File: src/rtl/uart_iid_pkg.sv
// Shared codes and pending-cause bundle for the UART identification unit.
// Assumes: codes are the 4-bit identification values presented on bits [3:0].
package uart_iid_pkg;
    typedef enum logic [3:0] {
        IID_MODEM = 4'b0000,
        IID_NONE  = 4'b0001,
        IID_THRE  = 4'b0010,
        IID_MULTI = 4'b0011,
        IID_RDA   = 4'b0100,
        IID_LINE  = 4'b0110,
        IID_CTO   = 4'b1100
    } iid_code_e;

    typedef struct packed {
        logic line;
        logic rda;
        logic cto;
        logic thre;
        logic modem;
        logic multi;
    } irq_pend_t;

    localparam logic [1:0] IID_FIFO_MODE = 2'b11;
endpackage

File: src/rtl/uart_cto_timer.sv
// Character timeout detector: counts character-time ticks while the receive
// FIFO is non-empty and unread; flags a timeout at the TO_CHARS-th tick.
// Assumes: char_tick is a single-cycle pulse; rbr_rd is a decoded read strobe.
module uart_cto_timer #(
    parameter int TO_CHARS = 4
) (
    input  logic clk,
    input  logic rst_n,
    input  logic char_tick,
    input  logic rx_nonempty,
    input  logic rbr_rd,
    output logic cto_pend
);
    localparam int CW = $clog2(TO_CHARS + 1);
    localparam logic [CW-1:0] LAST = CW'(TO_CHARS - 1);

    logic [CW-1:0] cnt;
    logic          hit;

    // Final tick of the window while still non-empty and not being read.
    assign hit = char_tick && rx_nonempty && !rbr_rd && (cnt == LAST);

    // Tick counter: restarts on a read or an empty FIFO, saturates at TO_CHARS.
    always_ff @(posedge clk) begin
        if (!rst_n || rbr_rd || !rx_nonempty)
            cnt <= '0;
        else if (char_tick && cnt != CW'(TO_CHARS))
            cnt <= cnt + 1'b1;
    end

    // Pending flag: set on the window's last tick, cleared by a buffer read.
    always_ff @(posedge clk) begin
        if (!rst_n || rbr_rd)
            cto_pend <= 1'b0;
        else if (hit)
            cto_pend <= 1'b1;
    end


    cto_rise_chk: assert property (@(posedge clk) disable iff (!rst_n)
        $rose(cto_pend) |-> $past(char_tick && rx_nonempty && !rbr_rd));

    cto_clear_chk: assert property (@(posedge clk) disable iff (!rst_n)
        $fell(cto_pend) |-> $past(rbr_rd));
endmodule

File: src/rtl/uart_iid_sources.sv
// Pending-cause keeper: latches line, data-available, holder-empty and modem
// causes, holds the extended enables and masks the extended status levels.
// Assumes: all strobes are decoded single-cycle pulses; thre_ack is high only
// when an identification read sees the holder-empty code reported.
module uart_iid_sources
    import uart_iid_pkg::*;
#(
    parameter int NERR = 4,
    parameter int NMS  = 4,
    parameter int NEXT = 4
) (
    input  logic            clk,
    input  logic            rst_n,
    input  logic [NERR-1:0] line_err,
    input  logic            rx_at_trig,
    input  logic            thr_empty,
    input  logic [NMS-1:0]  msr_delta,
    input  logic [NEXT-1:0] ext_stat,
    input  logic            lsr_rd,
    input  logic            rbr_rd,
    input  logic            msr_rd,
    input  logic            thr_wr,
    input  logic            thre_ack,
    input  logic            en_wr,
    input  logic [NEXT-1:0] en_wdata,
    input  logic            cto_pend,
    output irq_pend_t       pend
);
    logic            trig_q;
    logic            thr_q;
    logic            line_p;
    logic            rda_p;
    logic            thre_p;
    logic            modem_p;
    logic [NEXT-1:0] ext_en;

    // Edge history of the level inputs; holder-empty starts high so reset raises nothing.
    always_ff @(posedge clk) begin
        if (!rst_n) begin
            trig_q <= 1'b0;
            thr_q  <= 1'b1;
        end else begin
            trig_q <= rx_at_trig;
            thr_q  <= thr_empty;
        end
    end

    // Line status cause: a new error wins over a simultaneous status read.
    always_ff @(posedge clk) begin
        if (!rst_n)              line_p <= 1'b0;
        else if (|line_err)      line_p <= 1'b1;
        else if (lsr_rd)         line_p <= 1'b0;
    end

    // Data-available cause: armed on the trigger's rising edge.
    always_ff @(posedge clk) begin
        if (!rst_n)                          rda_p <= 1'b0;
        else if (rx_at_trig && !trig_q)      rda_p <= 1'b1;
        else if (rbr_rd || !rx_at_trig)      rda_p <= 1'b0;
    end

    // Holder-empty cause: cleared by a holder write or an acknowledging read.
    always_ff @(posedge clk) begin
        if (!rst_n || thr_wr || thre_ack)    thre_p <= 1'b0;
        else if (thr_empty && !thr_q)        thre_p <= 1'b1;
    end

    // Modem cause: a new change wins over a simultaneous status read.
    always_ff @(posedge clk) begin
        if (!rst_n)              modem_p <= 1'b0;
        else if (|msr_delta)     modem_p <= 1'b1;
        else if (msr_rd)         modem_p <= 1'b0;
    end

    // Extended event enables, all disabled after reset.
    always_ff @(posedge clk) begin
        if (!rst_n)      ext_en <= '0;
        else if (en_wr)  ext_en <= en_wdata;
    end

    // Bundle the causes for the priority encoder.
    always_comb begin
        pend.line  = line_p;
        pend.rda   = rda_p;
        pend.cto   = cto_pend;
        pend.thre  = thre_p;
        pend.modem = modem_p;
        pend.multi = |(ext_stat & ext_en);
    end


    line_hold_chk: assert property (@(posedge clk) disable iff (!rst_n)
        $fell(line_p) |-> $past(lsr_rd));

    rda_clear_chk: assert property (@(posedge clk) disable iff (!rst_n)
        $fell(rda_p) |-> $past(rbr_rd || !rx_at_trig));

    thre_clear_chk: assert property (@(posedge clk) disable iff (!rst_n)
        $fell(thre_p) |-> $past(thr_wr || thre_ack));

    modem_hold_chk: assert property (@(posedge clk) disable iff (!rst_n)
        $fell(modem_p) |-> $past(msr_rd));
endmodule

File: src/rtl/uart_iid_prio.sv
// Fixed-priority encoder from pending causes to the identification code.
// Assumes: purely combinational; pend comes from registered state.
module uart_iid_prio
    import uart_iid_pkg::*;
(
    input  irq_pend_t pend,
    output iid_code_e code
);
    // Highest pending cause wins; data-available is checked before timeout.
    always_comb begin
        if (pend.line)       code = IID_LINE;
        else if (pend.rda)   code = IID_RDA;
        else if (pend.cto)   code = IID_CTO;
        else if (pend.thre)  code = IID_THRE;
        else if (pend.modem) code = IID_MODEM;
        else if (pend.multi) code = IID_MULTI;
        else                 code = IID_NONE;
    end
endmodule

File: src/rtl/uart_int_ident.sv
// UART interrupt identification unit top: decodes bus side effects, keeps the
// pending causes and the timeout counter, and presents the identification byte.
// Assumes: bus_rd/bus_wr are single-cycle strobes; THR shares RBR's address.
module uart_int_ident
    import uart_iid_pkg::*;
#(
    parameter int AW       = 3,
    parameter int RBR_ADDR = 0,
    parameter int IIR_ADDR = 2,
    parameter int LSR_ADDR = 5,
    parameter int MSR_ADDR = 6,
    parameter int XEN_ADDR = 7,
    parameter int TO_CHARS = 4,
    parameter int NERR     = 4,
    parameter int NMS      = 4,
    parameter int NEXT     = 4
) (
    input  logic            clk,
    input  logic            rst_n,
    input  logic            bus_rd,
    input  logic            bus_wr,
    input  logic [AW-1:0]   bus_addr,
    input  logic [NEXT-1:0] bus_wdata,
    output logic [7:0]      iid_rdata,
    input  logic [NERR-1:0] line_err,
    input  logic            rx_at_trig,
    input  logic            rx_nonempty,
    input  logic            char_tick,
    input  logic            thr_empty,
    input  logic [NMS-1:0]  msr_delta,
    input  logic [NEXT-1:0] ext_stat
);
    logic      rbr_rd, iid_rd, lsr_rd, msr_rd, thr_wr, en_wr, thre_ack;
    logic      cto_pend;
    irq_pend_t pend;
    iid_code_e code;

    // Address decode of the side-effect accesses.
    always_comb begin
        rbr_rd = bus_rd && (bus_addr == AW'(RBR_ADDR));
        iid_rd = bus_rd && (bus_addr == AW'(IIR_ADDR));
        lsr_rd = bus_rd && (bus_addr == AW'(LSR_ADDR));
        msr_rd = bus_rd && (bus_addr == AW'(MSR_ADDR));
        thr_wr = bus_wr && (bus_addr == AW'(RBR_ADDR));
        en_wr  = bus_wr && (bus_addr == AW'(XEN_ADDR));
    end

    // Holder-empty is acknowledged only when it is the code being read.
    assign thre_ack = iid_rd && (code == IID_THRE);

    uart_cto_timer #(.TO_CHARS(TO_CHARS)) u_cto (
        .clk(clk), .rst_n(rst_n), .char_tick(char_tick),
        .rx_nonempty(rx_nonempty), .rbr_rd(rbr_rd), .cto_pend(cto_pend)
    );

    uart_iid_sources #(.NERR(NERR), .NMS(NMS), .NEXT(NEXT)) u_src (
        .clk(clk), .rst_n(rst_n), .line_err(line_err), .rx_at_trig(rx_at_trig),
        .thr_empty(thr_empty), .msr_delta(msr_delta), .ext_stat(ext_stat),
        .lsr_rd(lsr_rd), .rbr_rd(rbr_rd), .msr_rd(msr_rd), .thr_wr(thr_wr),
        .thre_ack(thre_ack), .en_wr(en_wr), .en_wdata(bus_wdata),
        .cto_pend(cto_pend), .pend(pend)
    );

    uart_iid_prio u_prio (.pend(pend), .code(code));

    // Identification byte: FIFO-mode marker, zero reserved bits, current code.
    assign iid_rdata = {IID_FIFO_MODE, 2'b00, code};


    line_first_chk: assert property (@(posedge clk) disable iff (!rst_n)
        pend.line |-> iid_rdata[3:0] == 4'b0110);

    rda_over_cto_chk: assert property (@(posedge clk) disable iff (!rst_n)
        (pend.rda && pend.cto && !pend.line) |-> iid_rdata[3:0] == 4'b0100);

    thre_ack_chk: assert property (@(posedge clk) disable iff (!rst_n)
        (iid_rd && iid_rdata[3:0] == 4'b0010 && !thr_empty) |=> !pend.thre);

    idle_code_chk: assert property (@(posedge clk) disable iff (!rst_n)
        (pend == '0) |-> iid_rdata[3:0] == 4'b0001);
endmodule

File: config.mk
export PLATFORM = sky130hd
export DESIGN_NAME = uart_int_ident
export DESIGN_NICKNAME = d
export VERILOG_FILES = /design/src/rtl/uart_iid_pkg.sv /design/src/rtl/uart_cto_timer.sv /design/src/rtl/uart_iid_sources.sv /design/src/rtl/uart_iid_prio.sv /design/src/rtl/uart_int_ident.sv
export SDC_FILE = /design/constraint.sdc
export NUM_CORES = 1
export LEC_CHECK = 0
export ABC_CLOCK_PERIOD_IN_PS = 1500
export BUFFER_PORTS_ARGS = -buffer_cell sky130_fd_sc_hd__buf_2
export CORE_MARGIN = 2
export CORE_UTILIZATION = 43
export DETAILED_ROUTE_END_ITERATION = 8
export PLACE_DENSITY = 0.74
export SLEW_MARGIN = 20
export SYNTH_ARGS = -nofsm -noshare
export SYNTH_HDL_FRONTEND = slang
export SYNTH_SLANG_ARGS = --single-unit
File: constraint.sdc
create_clock -name clk -period 1.5 [get_ports clk]
set_input_delay 0.075 -clock clk [delete_from_list [all_inputs] [get_ports clk]]
set_output_delay 0.075 -clock clk [all_outputs]
set_load 0.03 [all_outputs]
## Yosys cells after proc, flatten, opt, wreduce, memory -nomap -nowiden

Cells that the tools add are included.
W data, S select, Z words.

| cells by class | value |
|---|---|
| eq/ne operators | 7 |
| divide/modulo/power cells | 0 |
| add/subtract/negate cells | 1 |
| $mul | 0 |
| shifts and indexed selects | 0 |
| bitwise gates (word level) | 1 |
| reductions and logical operators | 31 |
| muxes and demuxes | 12 |
| magnitude comparators | 0 |

Operators with widths:

| kind | number |
|---|---|
| $mux W4 | 5 |
| $logic_and A1 B1 Y1 | 13 |
| $reduce_or A4 Y1 | 3 |
| $eq A3 B3 Y1 const B | 3 |
| $eq A3 B2 Y1 const B | 2 |
| $logic_not A1 Y1 | 6 |
| $mux W1 | 6 |
| $reduce_bool A2 Y1 | 3 |
| $logic_or A1 B1 Y1 | 5 |
| $and A4 B4 Y4 | 1 |
| $eq A4 B2 Y1 const B | 1 |
| $add A3 B1 Y3 const B | 1 |
| $logic_not A3 Y1 | 1 |
| $ne A3 B3 Y1 const B | 1 |
| $mux W2 | 1 |

| storage, ports and cells | value |
|---|---|
| register bits after elaboration | 14 |
| memories kept | 0 |
| input port bits | 27 |
| bits in read-only memories | 0 |
| latch bits | 0 |
| RAM bits | 0 |

## Depth between registers and ports, before layout

| logic depth | value |
|---|---|
| depth in word-level cells | 11 |
| gate-level depth with buffers | 5 |
| mapped depth without buffers | 5 |

## Hierarchy

Synthesis repeated with hierarchy kept, for this count alone.

| second synthesis, totals | value |
|---|---|
| cells, all modules | 85 |
| area total of the unflattened synthesis | 794.5 µm² |

By module, submodules not included:

| module | area an instance (µm²) | seq. area each (µm²) | cells each | times used |
|---|---|---|---|---|
| uart_iid_sources | 420.4 | 200.2 | 40 | 1 |
| uart_cto_timer | 216.5 | 80.1 | 22 | 1 |
| uart_int_ident | 106.4 | 0.0 | 16 | 1 |
| uart_iid_prio | 51.3 | 0.0 | 7 | 1 |

## Worst setup path before layout

Ideal clock, no wire load.

| timing | value |
|---|---|
| path type | flip-flop to output port |
| start | register u_src.line_p |
| end | output port iid_rdata[0] |
| slack | -0.130 ns |
| stages on the path, launching flop included | 3 |
| arrival | 1.555 ns |
| required time | 1.425 ns |
| cells stage by stage | dfxtp_1 > or3_1 > nor3_1 |

| on the way | value |
|---|---|
| longest elaborated chain between the ends | 1 |

RTL lines:

| item | RTL line | source |
|---|---|---|
| start, declared | uart_iid_sources.sv:31 | `logic line_p;` |
| start signal, assigned | uart_iid_sources.sv:50 | `if (!rst_n) line_p <= 1'b0;` |
| start signal, assigned | uart_iid_sources.sv:51 | `else if (\|line_err) line_p <= 1'b1;` |
| start signal, assigned | uart_iid_sources.sv:52 | `else if (lsr_rd) line_p <= 1'b0;` |
| $mux W4 | uart_iid_prio.sv:11 | `if (pend.line) code = IID_LINE;` |
| end, declared | uart_int_ident.sv:24 | `output logic [7:0] iid_rdata,` |

No other way between the ends.

## Final worst setup path

| timing | value |
|---|---|
| start | register u_src.ext_en[0] |
| end | output port iid_rdata[1] |

| on the way | value |
|---|---|
| longest elaborated chain between the ends | 8 |

RTL lines:

| item | RTL line | source |
|---|---|---|
| start, declared | uart_iid_sources.sv:35 | `logic [NEXT-1:0] ext_en;` |
| start signal, assigned | uart_iid_sources.sv:78 | `else if (en_wr) ext_en <= en_wdata;` |
| $and A4 B4 Y4 | uart_iid_sources.sv:88 | `pend.multi = \|(ext_stat & ext_en);` |
| $reduce_or A4 Y1 | uart_iid_sources.sv:88 |  |
| $mux W2 | uart_iid_prio.sv:16 | `else if (pend.multi) code = IID_MULTI;` |
| $mux W4 | uart_iid_prio.sv:15 | `else if (pend.modem) code = IID_MODEM;` |
| $mux W4 | uart_iid_prio.sv:14 | `else if (pend.thre) code = IID_THRE;` |
| $mux W4 | uart_iid_prio.sv:13 | `else if (pend.cto) code = IID_CTO;` |
| $mux W4 | uart_iid_prio.sv:12 | `else if (pend.rda) code = IID_RDA;` |
| $mux W4 | uart_iid_prio.sv:11 |  |

No other way between the ends.

==> results.cfg <==
[setup_path]
crit_required_ns = 1.42
r2r_start = u_cto.cnt[0]
critPathLaunchType = flop
endpoint_kind = primary output
crit_path_max_fanout = 2
worstSetupStartpoint = u_src.ext_en[0]
crit_type = flop to primary output
cp.arrival_ns = 1.32

[pwr]
power_frac_seq = 0.498
p_comb_frac = 0.163
p_clk_frac = 0.339
swShare = 0.254
power.density_nw_per_um2 = 868
max-vdd-ir-drop_uv = 685
p_leak_nw = 0.438
p_int_w = 0.000592
net-switching-power_w = 0.000202

[synth]
synth.avg_cell_area_sq_um = 9.07
ys_ff_latch = 14
yosys.area.top_type = dfxtp_1
ys_types = 31
syn_inst = 77
yosys_warnings = 0
synthTopCellsByArea = dfxtp_1 (40%), mux2i_1 (7.2%), ha_1 (5.4%)
synth_area_sq_um = 698
ys_seq_area_frac = 0.401
synth_top_area_frac = 0.401

[place]
io_buffers = 30
hpwl_mm = 1.06
gp_routability_congestion = 0.709
dp_cells = 120

[job]
maxCapViolations = 0

[min_path]
hp-class = primary input to flop
min_from = rx_at_trig

[sta]
fmax_mhz = 715
period_minus_slack_ns = 1.40
fin_worst_skew_ns = 0.000724
rsz0062_at_grt = no
period_share = 0.932
setup_tns_ns = 0
setup_violations = 0
final_max_slew_viol_count = 0
hold_viol_final = 0

[cts]
cts_buffer_depth = 2
cts_htree_levels = 1
clkTransAtPathRegs_ns = 0.08
numCtsBuffers = 3
tritoncts = yes
cts_setup_buffers = 0
cts-root-buf = clkbuf_4
insertion_delay_ns = 0.28
cts_sinks = 14

[final_layout]
drive_above_1_share = 0.367
multiInputGateArea_sq_um = 397
finalNetCount = 140
fillCellCount = 145
final_cells = 125
syn_to_final_growth_pct = 31.0
ff_latch_area_sq_um = 280
antenna_cells = 0
final_common_cell = buf_2
final_cell_mix = buf_2 (29), dfxtp_1 (14)

[floorplan]
die_area_sq_um = 1960
die_width_um = 44.3
rows = 14
initial_utilization = 0.463
die_y_um = 44.3
core_area_sq_um = 1510
io_pins = 35

[global_route]
antenna_found_initial = 0
grt_overflow = 0
grt_pass1_vias = 539
grt_max_degree = 12
grt_usage = 0.154
grt_pass1_wl_mm = 2.16

[route]
totalWireLength_mm = 1.37
drtIter0Drc = 3
wl_per_cell_um = 11.0
drt-pass1-iter-count = 4
ant_nets = 0
vias = 616
viasPerCell = 4.93
drc = 0

[run_status]
status = finished, final reports clean
-- routing by layer --
metal  wire length [um]  vias to the layer above  GRT usage
li1                   -                      327          -
met1                616                      266      0.187
met2                655                       21      0.256
met3                 87                        2     0.0367
met4                 12                        0     0.0727
met5                  0                        -          0
-- what timing repair did --
item | 4_1_cts | 5_1_grt
gates resized for setup | 0 | 4
setup endpoints to repair | 0 | 2
endpoints found under the hold margin | 1 | 0
hold buffers | 1 | 0
-- path summary, 6_finish.rpt --
kind / to / slack, ns / cells after the start
hold reg to reg: u_src.rda_p / 0.41 / 1
setup / recovery: iid_rdata[1] / 0.10 / 4
setup reg to reg: u_cto.cnt[1] / 0.16 / 5
hold / removal: u_src.trig_q / 0.009 / 2
-- cell usage after synthesis --
cell and instances:
dfxtp_1 14, inv_1 5, mux2i_1 5, nor2_1 5, nor2b_1 5, buf_4 4
nand2_1 4, a21boi_0 3, a21oi_1 3, ha_1 3, conb_1 2, nand2b_1 2
nand4b_1 2, nor4_1 2, o21ai_0 2, a21boi_1 1, a221oi_1 1, a22o_1 1
a31oi_1 1, and2_1 1, clkbuf_1 1, nand3_1 1, nand3_2 1, nand4_1 1
nor3_1 1, nor3b_1 1, o22ai_1 1, o41ai_1 1, or3_1 1, or4b_4 1
xnor2_1 1
-- metrics by stage --
step                       util  setup WS [ns]  instance area (sq um)  power, W  hold slack [ns]
after floorplan               -          0.128                    718  0.000482            0.176
after global placement    0.567          0.226                    855  0.000523            0.273
final                     0.607          0.102                    915  0.000794          0.00917
after detailed placement  0.567          0.171                    855  0.000527            0.272
after CTS                 0.598        0.00396                    901  0.000795           0.0133
after global routing      0.607         0.0155                    915  0.000833           0.0276
-- sequential cells by signal, indices dropped and copies added, names as in the netlist --
name	count
u_src.thre_p	1
u_src.thr_q	1
u_src.modem_p	1
u_cto.cto_pend	1
u_src.line_p	1
u_src.rda_p	1
u_cto.cnt	3
u_src.ext_en	4
u_src.trig_q	1
-- power groups by stage --
stage	sequential, W	combinational [W]	clock, W
floorplan	0.000402	0.0000800	0
global placement	0.000403	0.000120	0
detailed placement	0.000404	0.000123	0
CTS	0.000395	0.000127	0.000274
global route	0.000397	0.000144	0.000292
finish	0.000396	0.000130	0.000269
-- final cells by class --
| type | instances | area share |
|---|---|---|
| Inverter | 5 | 0.0205 |
| Tap cell | 16 | 0.0219 |
| Sequential cell | 14 | 0.306 |
| Multi-Input combinational cell | 55 | 0.434 |
| Timing Repair Buffer | 31 | 0.178 |
| Clock buffer | 4 | 0.0397 |
-- critical path: stages, from the launching register on --
cell and delay (ns):
dfxtp_1 0.32, a22o_1 0.22, a221oi_2 0.23, o41ai_2 0.09, buf_2 0.18
-- cell families after synthesis --
logic type / Yosys count / share of synthesized area
fa+ha+maj: 3 / 0.0538
xor+xnor: 1 / 0.0125
mux: 5 / 0.0717
simple gates: 28 / 0.240
flops: 14 / 0.401
compound gates: 14 / 0.134
other cells: 2 / 0.0108
buf+inv: 10 / 0.0753
Note: power is estimated with default switching activity, not from simulation.
